## src/rtl/usb_dev_state_pkg.sv

```systemverilog
package usb_dev_state_pkg;

  // state word bit positions (firmware decodes these)
  localparam int ST_ADDR_BIT = 0;
  localparam int ST_CFG_BIT  = 1;
  localparam int ST_WAKE_BIT = 2;
  localparam int ST_RES_BIT  = 3;

  // strobes from control to datapath
  typedef struct packed {
    logic wrState;
    logic wrAddr;
    logic wakeRise;
    logic busRst;
  } strobe_t;

endpackage

```

## src/rtl/usb_dev_state_ctrl.sv

```systemverilog
module usb_dev_state_ctrl
  import usb_dev_state_pkg::*;
#(
  parameter int SYNC_STAGES = 2
) (
  input  logic    clk,
  input  logic    rstN,
  input  logic    wrEn,
  input  logic    regSel,
  input  logic    busReset,
  input  logic    wakeAsync,
  output strobe_t strb
);

  // synchronizer stages plus one delayed copy for edge detection
  logic [SYNC_STAGES:0] syncQ;

  always_ff @(posedge clk or negedge rstN) begin
    if (!rstN) syncQ <= '0;
    else       syncQ <= {syncQ[SYNC_STAGES-1:0], wakeAsync};
  end

  always_comb begin
    strb.busRst   = busReset;
    strb.wrState  = wrEn && !regSel && !busReset;
    strb.wrAddr   = wrEn &&  regSel && !busReset;
    strb.wakeRise = syncQ[SYNC_STAGES-1] && !syncQ[SYNC_STAGES];
  end

  // a detected edge lasts a single cycle
  p_rise_single_r8: assert property (@(posedge clk) disable iff (!rstN)
    strb.wakeRise |=> !strb.wakeRise);

endmodule

```

## src/rtl/usb_dev_state_dp.sv

```systemverilog
module usb_dev_state_dp
  import usb_dev_state_pkg::*;
#(
  parameter int DATA_W  = 16,
  parameter int FADDR_W = 8
) (
  input  logic               clk,
  input  logic               rstN,
  input  strobe_t            strb,
  input  logic               regSel,
  input  logic [DATA_W-1:0]  wrData,
  input  logic               resumeDone,
  output logic [DATA_W-1:0]  rdData,
  output logic               addrState,
  output logic               configured,
  output logic               wakeEnable,
  output logic               resumeStat,
  output logic [FADDR_W-1:0] funcAddr,
  output logic               funcEnable,
  output logic               resumeReq
);

  localparam int FEN_POS = FADDR_W;

  logic               addrStateQ, configQ, wakeEnQ, resumeStatQ, funcEnQ, resumeReqQ;
  logic [FADDR_W-1:0] funcAddrQ;

  // address state: set by write, cleared only by resets
  always_ff @(posedge clk or negedge rstN) begin
    if (!rstN)                                  addrStateQ <= 1'b0;
    else if (strb.busRst)                       addrStateQ <= 1'b0;
    else if (strb.wrState && wrData[ST_ADDR_BIT]) addrStateQ <= 1'b1;
  end

  always_ff @(posedge clk or negedge rstN) begin
    if (!rstN)             configQ <= 1'b0;
    else if (strb.busRst)  configQ <= 1'b0;
    else if (strb.wrState) configQ <= wrData[ST_CFG_BIT];
  end

  always_ff @(posedge clk or negedge rstN) begin
    if (!rstN)             wakeEnQ <= 1'b0;
    else if (strb.wrState) wakeEnQ <= wrData[ST_WAKE_BIT];
  end

  always_ff @(posedge clk or negedge rstN) begin
    if (!rstN)           resumeStatQ <= 1'b0;
    else if (resumeDone) resumeStatQ <= 1'b1;
  end

  always_ff @(posedge clk or negedge rstN) begin
    if (!rstN) begin
      funcAddrQ <= '0;
      funcEnQ   <= 1'b0;
    end else if (strb.busRst) begin
      funcAddrQ <= '0;
    end else if (strb.wrAddr) begin
      funcAddrQ <= wrData[FADDR_W-1:0];
      funcEnQ   <= wrData[FEN_POS];
    end
  end

  always_ff @(posedge clk or negedge rstN) begin
    if (!rstN) resumeReqQ <= 1'b0;
    else       resumeReqQ <= strb.wakeRise && wakeEnQ;
  end

  always_comb begin
    rdData = '0;
    if (!regSel) begin
      rdData[ST_ADDR_BIT] = addrStateQ;
      rdData[ST_CFG_BIT]  = configQ;
      rdData[ST_WAKE_BIT] = wakeEnQ;
      rdData[ST_RES_BIT]  = resumeStatQ;
    end else begin
      rdData[FADDR_W-1:0] = funcAddrQ;
      rdData[FEN_POS]     = funcEnQ;
    end
  end

  assign addrState  = addrStateQ;
  assign configured = configQ;
  assign wakeEnable = wakeEnQ;
  assign resumeStat = resumeStatQ;
  assign funcAddr   = funcAddrQ;
  assign funcEnable = funcEnQ;
  assign resumeReq  = resumeReqQ;

  // address state never drops without a bus reset
  p_addr_sticky_r2: assert property (@(posedge clk) disable iff (!rstN)
    addrStateQ && !strb.busRst |=> addrStateQ);

  // configured follows the written bit
  p_cfg_write_r3: assert property (@(posedge clk) disable iff (!rstN)
    strb.wrState |=> configQ == $past(wrData[ST_CFG_BIT]));

  // resume status holds until power-on reset
  p_resume_hold_r5: assert property (@(posedge clk) disable iff (!rstN)
    resumeStatQ |=> resumeStatQ);

  // address loads from the low byte
  p_addr_load_r6: assert property (@(posedge clk) disable iff (!rstN)
    strb.wrAddr |=> funcAddrQ == $past(wrData[FADDR_W-1:0]));

  // bus reset clears the addressing state
  p_bus_reset_r7: assert property (@(posedge clk) disable iff (!rstN)
    strb.busRst |=> !addrStateQ && !configQ && funcAddrQ == '0);

  // resume request is a single-cycle pulse
  p_req_pulse_r8: assert property (@(posedge clk) disable iff (!rstN)
    resumeReqQ |=> !resumeReqQ);

endmodule

```

## src/rtl/usb_dev_state_regs.sv

```systemverilog
module usb_dev_state_regs
  import usb_dev_state_pkg::*;
#(
  parameter int DATA_W      = 16,
  parameter int FADDR_W     = 8,
  parameter int SYNC_STAGES = 2
) (
  input  logic               clk,
  input  logic               rstN,
  input  logic               busReset,
  input  logic               wrEn,
  input  logic               regSel,
  input  logic [DATA_W-1:0]  wrData,
  output logic [DATA_W-1:0]  rdData,
  input  logic               wakeAsync,
  input  logic               resumeDone,
  output logic               resumeReq,
  output logic               addrState,
  output logic               configured,
  output logic [FADDR_W-1:0] funcAddr,
  output logic               funcEnable
);

  strobe_t strb;
  logic    wakeEnable, resumeStat;

  usb_dev_state_ctrl #(.SYNC_STAGES(SYNC_STAGES)) u_ctrl (
    .clk(clk), .rstN(rstN), .wrEn(wrEn), .regSel(regSel),
    .busReset(busReset), .wakeAsync(wakeAsync), .strb(strb)
  );

  usb_dev_state_dp #(.DATA_W(DATA_W), .FADDR_W(FADDR_W)) u_dp (
    .clk(clk), .rstN(rstN), .strb(strb), .regSel(regSel), .wrData(wrData),
    .resumeDone(resumeDone), .rdData(rdData), .addrState(addrState),
    .configured(configured), .wakeEnable(wakeEnable), .resumeStat(resumeStat),
    .funcAddr(funcAddr), .funcEnable(funcEnable), .resumeReq(resumeReq)
  );

endmodule

```

## config.mk

```make
export PLATFORM = sky130hd
export DESIGN_NAME = usb_dev_state_regs
export DESIGN_NICKNAME = d
export VERILOG_FILES = /design/src/rtl/usb_dev_state_pkg.sv /design/src/rtl/usb_dev_state_ctrl.sv /design/src/rtl/usb_dev_state_dp.sv /design/src/rtl/usb_dev_state_regs.sv
export SDC_FILE = /design/constraint.sdc
export NUM_CORES = 1
export LEC_CHECK = 0
export BUFFER_PORTS_ARGS = -buffer_cell sky130_fd_sc_hd__buf_2
export CORE_UTILIZATION = 40
export DETAILED_ROUTE_END_ITERATION = 7
export GPL_TIMING_DRIVEN = 0
export PLACE_DENSITY = 0.76
export SYNTH_ARGS = -nofsm -noshare
export SYNTH_HDL_FRONTEND = slang
export SYNTH_SLANG_ARGS = --single-unit
```

## constraint.sdc

```tcl
create_clock -name clk -period 1.1 [get_ports clk]
set_input_delay 0.165 -clock clk [delete_from_list [all_inputs] [get_ports clk]]
set_output_delay 0.165 -clock clk [all_outputs]
set_load 0.01 [all_outputs]
```

# Word-level counts from Yosys, hierarchy flattened
# Cells that the tools add are included.
[op_classes]
addsub = 0
n_mul = 0
div = 0
magnitude_cmp = 0
n_eq_ne = 0
n_shift = 0
n_mux = 8
n_bitwise = 1
n_reduce_logical = 14
[op_table]
columns = ["op", "count"]
rows = [
  ["2-to-1 mux 8 bit", 2],
  ["logical AND 1 bit", 7],
  ["nonzero test 2 bit", 3],
  ["2-to-1 mux 5 bit", 1],
  ["2-to-1 mux 1 bit", 4],
  ["2-to-1 mux 4 bit", 1],
  ["logical NOT 1 bit", 3],
  ["AND reduction 2 bit", 1],
  ["inverter 1 bit", 1],
]
[totals]
register_bits = 17
latchBits = 0
mem_bits_rw = 0
mem_bits_ro = 0
in_bits = 23
output_inout_bits = 28
n_memories = 0

# Logic depth before layout (Yosys ltp)
# Gate-level depths: netlist (run 1).
[logic_depth]
ltp_word = 6
ltp_mapped = 4
mapped_depth_nobuf = 3

# Cells and area by module
# A second synthesis (run 1) with hierarchy kept.
[hier_totals]
cells_unflattened = 66
area_unflattened_um2 = 799.5
[by_module_without_submodules]
columns = ["module", "n_inst", "cells_per_inst", "area_per_inst_um2", "seq_area_each_um2"]
rows = [
  ["usb_dev_state_dp", 1, 59, 689.4, 350.3],
  ["usb_dev_state_ctrl", 1, 7, 110.1, 75.1],
]

# Worst setup path before layout (run 1)
# No wires, ideal clock.
[synth_timing]
path_type = "register to output"
startpoint = "register u_dp.funcAddrQ[0] (netlist: u_dp.funcAddr[0])"
endpoint = "output port rdData[0]"
arrival_time_ns = 0.743
t_required_ns = 0.935
slack_ns = 0.192
stages_incl_launch_ff = 2
path_buffers = 0
path_cell_list = "dfrtp_1 mux2_1"
[synth_via]
elab_chain_len = 1
[synth_rtl]
columns = ["element", "line_no", "rtl"]
rows = [
  ["from (decl)", "usb_dev_state_dp.sv:26", "logic [FADDR_W-1:0] funcAddrQ;"],
  ["from (signal assigned)", "usb_dev_state_dp.sv:58", "funcAddrQ <= wrData[FADDR_W-1:0];"],
  ["2-to-1 mux 4 bit", "usb_dev_state_dp.sv:70", "if (!regSel) begin"],
  ["to (decl)", "usb_dev_state_regs.sv:14", "output logic [DATA_W-1:0] rdData,"],
]
# Every way passes these cells.

# Worst setup path in the final report (run 1)
[layout_timing]
startpoint = "register u_dp.funcAddrQ[3] (netlist: u_dp.funcAddr[3])"
endpoint = "output port rdData[3]"
# Same word-level chain as after synthesis.

==> impl_metrics.ini, run 1 <==
[outcome]
status = finished with violations
failed_checks = setup timing

[setup_path]
criticalPathCategory = flip-flop to primary output
crit_arrival_ns = 1.09
path_max_fanout = 2
reg2regPathDepth = 2
cp_data_required_time_ns = 0.94
critPathLaunchType = flip-flop
worstSetupEndpointType = primary output

[cts]
cts-root-buf = clkbuf_4
cts_sinks = 17
clkTransAtPathRegs_ns = 0.10
h-tree-depth = 1
insertion_delay_ns = 0.28
cts_buffers = 3
cts_buffer_depth = 2
cts_tree = done

[place]
hpwl_mm = 1.17
gp_congestion = 0.649
pre_cts_slack_ns = 0.0391
io_buffers = 36

[logic_synthesis]
ys_types = 20
yosysWarnings = 0
synth_area_per_cell_um2 = 10.9
synth_seq_cells = 17
syn_area_um2 = 817
syn-instance-count = 75
ys_seq_area_share_pct = 52.1

[sta]
fin_skew_ns = 0.000346
maxSlewViolCount = 0
fmax_ghz = 0.795
final-setup-viol-count = 11
final.setup.worst_slack_ns = -0.157
whs_ns = 0.0580
hold_viol_final = 0
grt_setup_unrepaired = true
setup-tns-final_ns = -0.849
min_period_over_period_pct = 114
finalCriticalPeriod_ns = 1.26

[hold_path]
hold_class = input port to flip-flop
min_path_cells = 2

[finish]
layout_commonest_cell = buf_2
layout_common_cells = buf_2, buf_6, dfrtp_1, buf_4
n_antenna_cell = 0
nNetsFinal = 157
drive_gt1_share_pct = 52.6
syn2layout_area_growth_pct = 55.7

[route]
drtAntennaViolNets = 0
firstDrtPassIters = 4
drc = 0
totalWireLength_mm = 1.93
avgViaCountPerCell = 4.57
wire_per_inst_um = 12.2
drt_iter0_drc = 14
vias = 722

[floorplan]
die_area_mm2 = 0.00223
chipHeight_um = 47.2
core_area_mm2 = 0.00182
start_util_pct = 44.9
ios = 51
die_x_um = 47.2
rows = 15

[power]
p_leak_nw = 0.682
p_total_mw = 1.35
ir_drop_mv = 0.869
power.density_mw_per_mm2 = 1060

[job]
cap_violations = 0

[global_routing]
track_usage_pct = 19.6
first_global_vias = 687
grt_max_degree = 18
antenna_found_initial = 0
grt_pass1_wl_mm = 2.90
grt_overflow_total = 0
[metal layers]
metal | track usage, % | vias up | wire, µm | part of all wire (%)
met5 | 0 | - | 0 | 0
met4 | 12.0 | 0 | 52 | 2.7
met3 | 4.23 | 6 | 104 | 5.4
met2 | 35.8 | 28 | 1040 | 54
met1 | 20.1 | 337 | 738 | 38
li1 | - | 351 | - | -
[power breakdown]
part	switching [mW]	internal (mW)	leakage, nW	total (mW)
Combinational	0.151	0.192	0.447	0.344
Clock	0.191	0.135	0.0177	0.326
Sequential	0.0208	0.663	0.217	0.683
Total	0.364	0.990	0.682	1.35
[worst paths after layout]
| path | start | endpoint | slack [ns] |
|---|---|---|---|
| max | u_dp.funcAddr[3]$_DFFE_PN0P_ | rdData[3] | -0.16 |
| min | resumeDone | u_dp.resumeStat$_DFFE_PN0P_ | 0.06 |
| max reg2reg | u_dp.wakeEnable$_DFFE_PN0P_ | u_dp.wakeEnable$_DFFE_PN0P_ | 0.21 |
| min reg2reg | u_ctrl.syncQ[0]$_DFF_PN0_ | u_ctrl.syncQ[1]$_DFF_PN0_ | 0.36 |
| max in group asynchronous | rstN | u_dp.funcAddr[2]$_DFFE_PN0P_ | 0.52 |
| min in group asynchronous | rstN | u_dp.funcAddr[1]$_DFFE_PN0P_ | 0.31 |
[critical path, stage by stage, from the launching register on]
cell	delay (ns)
dfrtp_1	0.41
mux2_4	0.27
buf_6	0.12
[cell type report]
type	count	area (µm²)
inverter	1	3.75
buffer	11	91.3
fill	156	548
multi-input combinational	52	334
sequential	17	425
timing repair buffer	48	359
tap	25	31.3
clock buffer	3	22.5
clock inverter	1	5.00
[sequential cells by signal, summed over array words and instances, names as in the netlist]
register         cells
u_ctrl.syncQ         3
u_dp.addrState       1
u_dp.configured      1
u_dp.funcAddr        8
u_dp.funcEnable      1
u_dp.resumeReq       1
u_dp.resumeStat      1
u_dp.wakeEnable      1
[synth_stat cells]
library cell  count  area (µm²)
nand2_8           1        20.0
nand3_1           8        40.0
nand2b_1          1        6.26
mux2_4            1        15.0
nor2_1            3        11.3
buf_2             1        5.00
conb_1            1        3.75
mux2_1            5        56.3
nand2_1           8        30.0
and3b_1           1        8.76
mux2i_1           1        10.0
and2_1            5        31.3
buf_4             7        52.6
a21oi_1           8        40.0
inv_2             1        3.75
buf_6             3        33.8
or2_2             1        6.26
a31oi_1           1        6.26
dfrtp_1          17         425
nor2_4            1        11.3
[metrics by stage]
step	area, µm²	std cells	utilization (%)
after global routing	1270	158	69.9
final	1270	158	69.9
after CTS	1230	155	67.5
after detailed placement	1050	142	57.7
after floorplan	840	81	-
after global placement	1050	142	57.7
[cell families after synthesis]
group                  share of synthesized area [%]
AOI/OAI and AO/OA                               5.67
buffers and inverters                           11.6
muxes                                           9.95
and+or+nand+nor                                 20.2
DFF                                             52.1
other                                          0.459
[timing repair]
action                                  in CTS  in global routing
hold buffers                                 2                  0
endpoints found under the hold margin       18                  0
endpoints found under the setup margin       9                 15
resized for setup                           14                  5
setup buffers                                7                  5
pin swaps                                    5                  1
(Power assumes the default switching activity.)
==> inputs of run 2 (changes only) <==
--- a/config.mk
+++ b/config.mk
@@ -6,6 +6,7 @@
 export NUM_CORES = 1
 export LEC_CHECK = 0
 export BUFFER_PORTS_ARGS = -buffer_cell sky130_fd_sc_hd__buf_2
+export CORE_MARGIN = 2
 export CORE_UTILIZATION = 40
 export DETAILED_ROUTE_END_ITERATION = 7
 export GPL_TIMING_DRIVEN = 0
==> constraint.sdc (replaced) <==
create_clock -name clk -period 1.5 [get_ports clk]
set_input_delay 0.225 -clock clk [delete_from_list [all_inputs] [get_ports clk]]
set_output_delay 0.225 -clock clk [all_outputs]
set_load 0.01 [all_outputs]
==> run 2 against run 1 <==
Compared with the run above: the run now ends clean; non-clock buffer count fell by 11; first-iteration DRC count fell by 36%; routed wire length down 14%; clock-buffer cell count unchanged; largest cell class is now registers; largest power group unchanged.
==> impl_metrics.ini, run 2 (synthesized netlist as in run 1, its figures left out) <==
[setup_path]
crit_buf_inv = 1
cp.depth = 2
r2r-start = u_dp.funcEnable$_DFFE_PN0P_
rr_endpoint = u_dp.funcEnable$_DFFE_PN0P_
cp_top_family = flip-flops
endpoint = rdData[1]
crit_chain = mux2_1 -> buf_2
cp_data_required_time_ns = 1.27
crit_slowest_cell = dfrtp_1
cpPeakStageDelay_ns = 0.41
reg2regPathDepth = 1
crit_arrival_ns = 1.14
path_max_fanout = 3
criticalPathCategory = flip-flop to primary output
r2r_setup_slack_ns = 0.71
critPathLaunchType = flip-flop
setup.worst_path.start = u_dp.funcAddr[1]$_DFFE_PN0P_
worstSetupEndpointType = primary output

[power]
intPower_uw = 676
switchingPower_uw = 258
p_total_uw = 934
power_frac_comb_pct = 20.1
ir_drop_mv = 0.535
sw_frac_of_total_pct = 27.6
clkPwrFrac_pct = 26.1
p_leak_nw = 0.598
power_frac_seq_pct = 53.8
power.density_mw_per_mm2 = 856

[finish]
largest_register_ffs = 8
syn2layout_area_growth_pct = 33.5
nNetsFinal = 146
fin_cells = 149
layout_commonest_cell = buf_2
drive_gt1_share_pct = 45.9
n_antenna_cell = 0
seqCellArea_um2 = 425
nFillCells = 183
multiInputGateArea_um2 = 319
layout_common_cells = buf_2, dfrtp_1, nand3_1, nand2_1, a21oi_1

[route]
drtAntennaViolNets = 0
totalWireLength_mm = 1.66
vias = 669
wire_per_inst_um = 11.2
drc = 0
avgViaCountPerCell = 4.49
firstDrtPassIters = 4
drt_iter0_drc = 9

[place]
dp.cells = 144
gp_congestion = 0.682
hpwl_mm = 1.25
io_buffers = 36
pre_cts_slack_ns = 0.311

[cts]
cts-root-buf = clkbuf_4
clkTransAtPathRegs_ns = 0.09
insertion_delay_ns = 0.28
cts_buffer_depth = 2
h-tree-depth = 1
cts_buffers = 3
cts_sinks = 17
cts_tree = done

[sta]
final.setup.worst_slack_ns = 0.135
min_period_over_period_pct = 91.0
whs_ns = 0.0379
grt_setup_unrepaired = false
final-setup-viol-count = 0
fmax_ghz = 0.732
fin_skew_ns = 0.000272
setup-tns-final_ns = 0
hold_viol_final = 0
maxSlewViolCount = 0
finalCriticalPeriod_ns = 1.37

[global_routing]
track_usage_pct = 15.4
grt_max_degree = 18
grt_overflow_total = 0
grt_pass1_wl_mm = 2.84
antenna_found_initial = 0
first_global_vias = 607

[hold_path]
worstHoldStart = wakeAsync
hold_class = input port to flip-flop

[floorplan]
die_x_um = 49.2
chipHeight_um = 49.2
core_area_mm2 = 0.00194
die_area_mm2 = 0.00242
rows = 16
start_util_pct = 42.1
ios = 51

[outcome]
status = finished, final reports clean

[job]
cap_violations = 0
[run 2: worst min-delay path by stage]
stage                                         endpoint  slack (ns)  cells past startpoint
final                        u_ctrl.syncQ[0]$_DFF_PN0_        0.04                      1
after global routing         u_ctrl.syncQ[0]$_DFF_PN0_        0.02                      1
after CTS                    u_ctrl.syncQ[0]$_DFF_PN0_        0.03                      1
after detailed placement   u_dp.resumeStat$_DFFE_PN0P_        0.17                      1
after global placement    u_dp.funcAddr[4]$_DFFE_PN0P_        0.16                      1
after floorplan              u_ctrl.syncQ[0]$_DFF_PN0_       -0.07                      0
[run 2: cell type report]
| class | instances | share of cell area [%] |
|---|---|---|
| plain buffers | 11 | 8.37 |
| clock buffers | 3 | 2.06 |
| clock inverters | 1 | 0.459 |
| inverters | 1 | 0.344 |
| multi-input cells | 52 | 29.2 |
| flip-flops and latches | 17 | 39.0 |
| well taps | 27 | 3.10 |
| repair buffers | 37 | 17.4 |
[run 2: layer usage]
metal / GRT usage [%] / vias up / share of wire [%]
met5: 0 / - / 0
met4: 8.57 / 0 / 1.3
met3: 3.37 / 4 / 6.1
met2: 24.3 / 23 / 49
met1: 19.5 / 312 / 43
li1: - / 330 / -
[run 2: what timing repair did]
action,4_1_cts,5_1_grt
buffers inserted,0,0
gates resized for setup,0,0
endpoints found under the hold margin,17,0
hold buffers,1,0
[run 2: power by group through the flow]
stage / sequential (mW) / clock [mW] / combinational, mW
floorplan: 0.519 / 0 / 0.102
global placement: 0.511 / 0 / 0.184
detailed placement: 0.512 / 0 / 0.188
CTS: 0.503 / 0.251 / 0.190
global route: 0.508 / 0.276 / 0.208
finish: 0.503 / 0.244 / 0.188
[run 2: through the flow]
stage                     utilization, %  cell area (µm²)
after global placement              54.3             1050
after CTS                           56.2             1090
after floorplan                        -              840
after detailed placement            54.3             1050
final                               56.2             1090
after global routing                56.2             1090
